$ cat src/rtl/pin_irq_ctrl.sv
module pin_irq_ctrl #(
  parameter int NCH    = 8,
  parameter int ADDR_W = 4,
  parameter int DATA_W = 32
) (
  input  logic              clk,
  input  logic              rst_n,
  input  logic [NCH-1:0]    pin_in,
  input  logic [ADDR_W-1:0] addr,
  input  logic              wr_en,
  input  logic [DATA_W-1:0] wdata,
  output logic [DATA_W-1:0] rdata,
  output logic [NCH-1:0]    irq
);
  localparam logic [ADDR_W-1:0] W_MODE  = ADDR_W'(0);
  localparam logic [ADDR_W-1:0] W_ENR   = ADDR_W'(1);
  localparam logic [ADDR_W-1:0] W_SETR  = ADDR_W'(2);
  localparam logic [ADDR_W-1:0] W_CLRR  = ADDR_W'(3);
  localparam logic [ADDR_W-1:0] W_ENF   = ADDR_W'(4);
  localparam logic [ADDR_W-1:0] W_SETF  = ADDR_W'(5);
  localparam logic [ADDR_W-1:0] W_CLRF  = ADDR_W'(6);
  localparam logic [ADDR_W-1:0] W_RISE  = ADDR_W'(7);
  localparam logic [ADDR_W-1:0] W_FALL  = ADDR_W'(8);
  localparam logic [ADDR_W-1:0] W_STAT  = ADDR_W'(9);

  logic [NCH-1:0] meta, sync, prev;
  logic [NCH-1:0] mode, en_r, en_f, rise_q, fall_q, pend;
  logic [NCH-1:0] wbits, rise_det, fall_det, lvl, status;

  assign wbits    = wdata[NCH-1:0];
  assign rise_det = sync & ~prev;
  assign fall_det = ~sync & prev;
  assign lvl      = en_r & ~(sync ^ en_f);
  assign status   = (mode & lvl) | (~mode & pend);
  assign irq      = status;

  function automatic logic [NCH-1:0] hitmask(input logic [ADDR_W-1:0] a);
    return (wr_en && addr == a) ? wbits : '0;
  endfunction

  always_ff @(posedge clk or negedge rst_n) begin
    if (!rst_n) begin
      meta <= '0;
      sync <= '0;
      prev <= '0;
    end else begin
      meta <= pin_in;
      sync <= meta;
      prev <= sync;
    end
  end

  always_ff @(posedge clk or negedge rst_n) begin
    if (!rst_n) begin
      mode   <= '0;
      en_r   <= '0;
      en_f   <= '0;
      rise_q <= '0;
      fall_q <= '0;
      pend   <= '0;
    end else begin
      if (wr_en && addr == W_MODE) mode <= wbits;
      if (wr_en && addr == W_ENR) en_r <= wbits;
      else en_r <= (en_r | hitmask(W_SETR)) & ~hitmask(W_CLRR);
      if (wr_en && addr == W_ENF) en_f <= wbits;
      else en_f <= (en_f | hitmask(W_SETF)) & ~hitmask(W_CLRF);
      rise_q <= (rise_q & ~hitmask(W_RISE)) | rise_det;
      fall_q <= (fall_q & ~hitmask(W_FALL)) | fall_det;
      pend   <= ((pend & ~hitmask(W_STAT)) | (rise_det & en_r) | (fall_det & en_f)) & ~mode;
    end
  end

  always_comb begin
    rdata = '0;
    case (addr)
      W_MODE:  rdata[NCH-1:0] = mode;
      W_ENR:   rdata[NCH-1:0] = en_r;
      W_ENF:   rdata[NCH-1:0] = en_f;
      W_RISE:  rdata[NCH-1:0] = rise_q;
      W_FALL:  rdata[NCH-1:0] = fall_q;
      W_STAT:  rdata[NCH-1:0] = status;
      default: rdata = '0;
    endcase
  end
endmodule


$ cat config.mk
export PLATFORM = sky130hd
export DESIGN_NAME = pin_irq_ctrl
export DESIGN_NICKNAME = d
export VERILOG_FILES = /design/src/rtl/pin_irq_ctrl.sv
export SDC_FILE = /design/constraint.sdc
export NUM_CORES = 1
export LEC_CHECK = 0
export BUFFER_PORTS_ARGS = -buffer_cell sky130_fd_sc_hd__buf_2
export CELL_PAD_IN_SITES_DETAIL_PLACEMENT = 1
export CELL_PAD_IN_SITES_GLOBAL_PLACEMENT = 1
export CORE_MARGIN = 10
export CORE_UTILIZATION = 44
export CTS_CLUSTER_DIAMETER = 200
export DETAILED_ROUTE_END_ITERATION = 10
export PLACE_DENSITY_LB_ADDON = 0.15
export SLEW_MARGIN = 0
export SYNTH_ARGS = -nofsm -noshare
export SYNTH_HDL_FRONTEND = slang
export SYNTH_SLANG_ARGS = --single-unit
$ cat constraint.sdc
create_clock -name clk -period 3.4 [get_ports clk]
set_input_delay 0.68 -clock clk [delete_from_list [all_inputs] [get_ports clk]]
set_output_delay 0.68 -clock clk [all_outputs]
set_load 0.05 [all_outputs]
==> summary.md <==
| Metric | Value |
|---|---|
| Status | complete, no violations |
| Initial detailed-routing violation count | 125 |
| CTS max path bufs | 2 |
| Number of cell rows | 32 |
| Die height | 110 um |
| Internal | 1620 uW |
| Synth top area share | 0.504 |
| Tmin final | 2.79 ns |
| Worst slew pin tran | 0.929 ns |
| Register area share after synthesis | 0.504 |
| Syn_area_per_cell | 10.5 um^2 |
| Non-Filler Instances | 474 |
| Clock H-tree levels | 3 |
| Post-CTS Hold Buffers | 0 |
| Initial antenna violation count | 0 |
| Fmax | 358 MHz |
| Pleak | 0.00177 uW |
| Total negative slack | 0 ns |
| Clock share of power | 0.324 |
| Hpwl dp | 6460 um |
| Slowest stage delay, CP | 0.51 ns |
| Cts bufs inserted | 9 |
| Number of synthesized flops with an enable pin | 0 |
| Worst path arrival time | 2.11 ns |
| Area contributors post-synth | dfrtp_1 (50%), buf_4 (5.7%), a22oi_1 (4.8%) |
| Root Buffer | clkbuf_8 |
| Vias per cell | 5.68 |
| Ys flop type | dfrtp_1 |
| Die area | 0.0121 mm^2 |
| Sw frac | 0.348 |
| CP Launch Type | input pin |
| CP Class | input pin to primary output |
| Crit path max-delay family | simple AND/OR/NAND/NOR gates |
| Setup Skew | 0.00649 ns |
| Synth warn | 0 |
| Hold Vio Cnt, Final | 0 |
| First-pass GRT wire length | 15,900 um |
| DR vias | 2,691 |
| Routed WL | 9750 um |
| # resized after CTS | 0 |
| Max Cap Viol | 0 |
| Cells after DPL | 458 |
| Crit path max-delay cell type | nor3_2 |
| WHS | 0.351 ns |
| Tot GR Track Use | 0.172 |
| Syn-to-layout area delta | 11.0% |
| Yosys reg bits | 72 |
| Asr flop ratio synth | 1.00 |
| Clock Pin Slew Worst Setup and Hold Paths | 0.07 ns |
| Rel. slew slack | 0.380 |
| Vias in the first global route | 2,932 |
| Core ar. | 0.00781 mm^2 |
| Sw power | 865 uW |
| Crit path cell chain | buf_2 -> nor3_2 -> a22oi_1 -> o2bb2ai_1 -> a221o_1 -> buf_2 |
| CP endpoint kind | primary output |
| Final nets | 414 |
| CTS tree | built |
| Number of fill cells | 875 |
| Ratio of cells with drive above 1 in the final layout | 0.191 |
| Setup Fix Bufs, Post-CTS | 0 |
| PortBufs | 38 |
| Worst path bufs/invs | 2 |
| Fin. max-slew vios | 0 |
| Critical path required time | 2.72 ns |
| Dominant cell type by area after synthesis | dfrtp_1 |
| GRT Residual Overflow | 0 |
| Clock Sinks | 72 |
| Tcrit/Tclk final | 0.822 |
| Mapped Area | 0.00358 mm^2 |
| Post-Syn Instances | 339 |
| Routed len/inst | 20.6 um |
| Routability Congestion | 0.769 |
| RSZ-0062 raised after global routing | no |
| Reg power frac | 0.431 |
| Top Ports | 87 |
| CP most frequent cell | buf_2 |
| Crit-path max FO | 14 |
| Cell Pwr Density | 626 mW/mm^2 |
| Largest net degree at the start of global routing | 73 |
| Die X | 110 um |
| # setup viols final | 0 |
| Yosys cell types | 43 |
| Remaining DRCs | 0 |
| N_diodes | 0 |
| 1st-pass router iterations | 4 |
| Routed Antenna Nets | 0 |
| Initial Util | 0.458 |
| Hold Crit Class | register to register |
| Comb pwr share | 0.245 |
| Clk_lat worst skew | 0.34 ns |
| Maximum vdd drop | 0.531 mV |
state kept, by name, summed over array words and instances (netlist names):
register	cells
en_f	8
en_r	8
fall_q	8
meta	8
mode	8
pend	8
prev	8
rise_q	8
sync	8
synthesized netlist by cell type (2+ instances only):
cell type and instances:
a21o_1 16, a21oi_1 5, a221o_1 3, a222oi_1 3
a22o_1 13, a22oi_1 23, a32oi_1 2, and2_1 2
and2b_1 4, and3_1 3, buf_2 8, buf_4 27
clkbuf_1 10, dfrtp_1 72, inv_1 9, mux2_2 8
mux2i_1 10, nand2_1 32, nand3_1 13, nor2_1 5
nor2b_1 18, nor4_1 2, o21ai_0 18, o22ai_1 5
o2bb2ai_1 3, o32a_1 2, xnor2_1 3, xor2_1 5
placed cells by master (no fill, tap or decap), types with 4 or more instances in the layout:
| master | instances |
|---|---|
| a22oi_1 | 23 |
| o22ai_1 | 5 |
| o21ai_0 | 18 |
| a22o_1 | 13 |
| inv_1 | 9 |
| mux2_2 | 8 |
| dfrtp_1 | 72 |
| clkbuf_8 | 12 |
| conb_1 | 24 |
| xor2_1 | 5 |
| buf_2 | 37 |
| nand2_1 | 32 |
| nand3_1 | 13 |
| a21oi_1 | 5 |
| nor2b_1 | 18 |
| nor2_1 | 5 |
| mux2i_1 | 10 |
| and2b_1 | 4 |
| a21o_1 | 16 |
logic make-up (layout without fill, tap and decap cells):
| family | count (synthesis) | count (layout) | share of synthesized area |
|---|---|---|---|
| buf+inv | 55 | 65 | 0.0892 |
| simple gates | 88 | 88 | 0.136 |
| flops | 72 | 72 | 0.504 |
| mux | 18 | 18 | 0.0532 |
| compound gates | 97 | 97 | 0.197 |
| other cells | 1 | 24 | 0.00105 |
| xor+xnor | 8 | 8 | 0.0196 |
power groups by stage:
stage | clock network, uW | registers (uW) | logic (uW)
CTS | 824 | 1070 | 614
global placement | 0 | 1080 | 597
detailed placement | 0 | 1090 | 609
floorplan | 0 | 1050 | 503
global route | 874 | 1090 | 659
finish | 805 | 1070 | 608
worst register-to-register path: stages, from the launching register on:
cell	delay [ns]
dfrtp_1	0.43
nor2b_1	0.17
a222oi_1	0.38
nor2_1	0.07
final cells by class:
type	instances	area, um^2	area share
tap	102	128	0.0322
inverter	9	33.8	0.00851
clock inverter	4	75.1	0.0189
clock buffer	12	165	0.0416
timing repair buffer	40	208	0.0523
sequential	72	1800	0.454
multi-input combinational	235	1560	0.392
stage by stage:
stage               cell area (um^2)  power (uW)  utilization  worst slack [ns]
finish                          3970        2480        0.508             0.606
global route                    3970        2630        0.508             0.521
CTS                             3970        2510        0.508             0.565
detailed placement              3730        1700        0.477             0.573
global placement                3730        1680        0.477             0.551
floorplan                       3660        1560            -             0.339
final timing paths:
kind	from	endpoint	cells past startpoint	slack, ns
hold / removal	meta[5]	sync[5]	0	0.35
setup / recovery	addr[1]	rdata[2]	6	0.61
setup reg to reg	sync[6]	pend[6]	3	2.23
hold reg to reg	meta[5]	sync[5]	0	0.35
min in group asynchronous	rst_n	sync[2]	1	0.46
max in group asynchronous	rst_n	fall_q[7]	1	2.32
metal layers:
metal / global-route usage / up-vias / routed length [um]
met3: 0.0383 / 10 / 455
met1: 0.222 / 1383 / 4400
met2: 0.277 / 69 / 4760
li1: - / 1229 / -
met4: 0.0606 / 0 / 136
met5: 0 / - / 0
(Power assumes the default switching activity.)
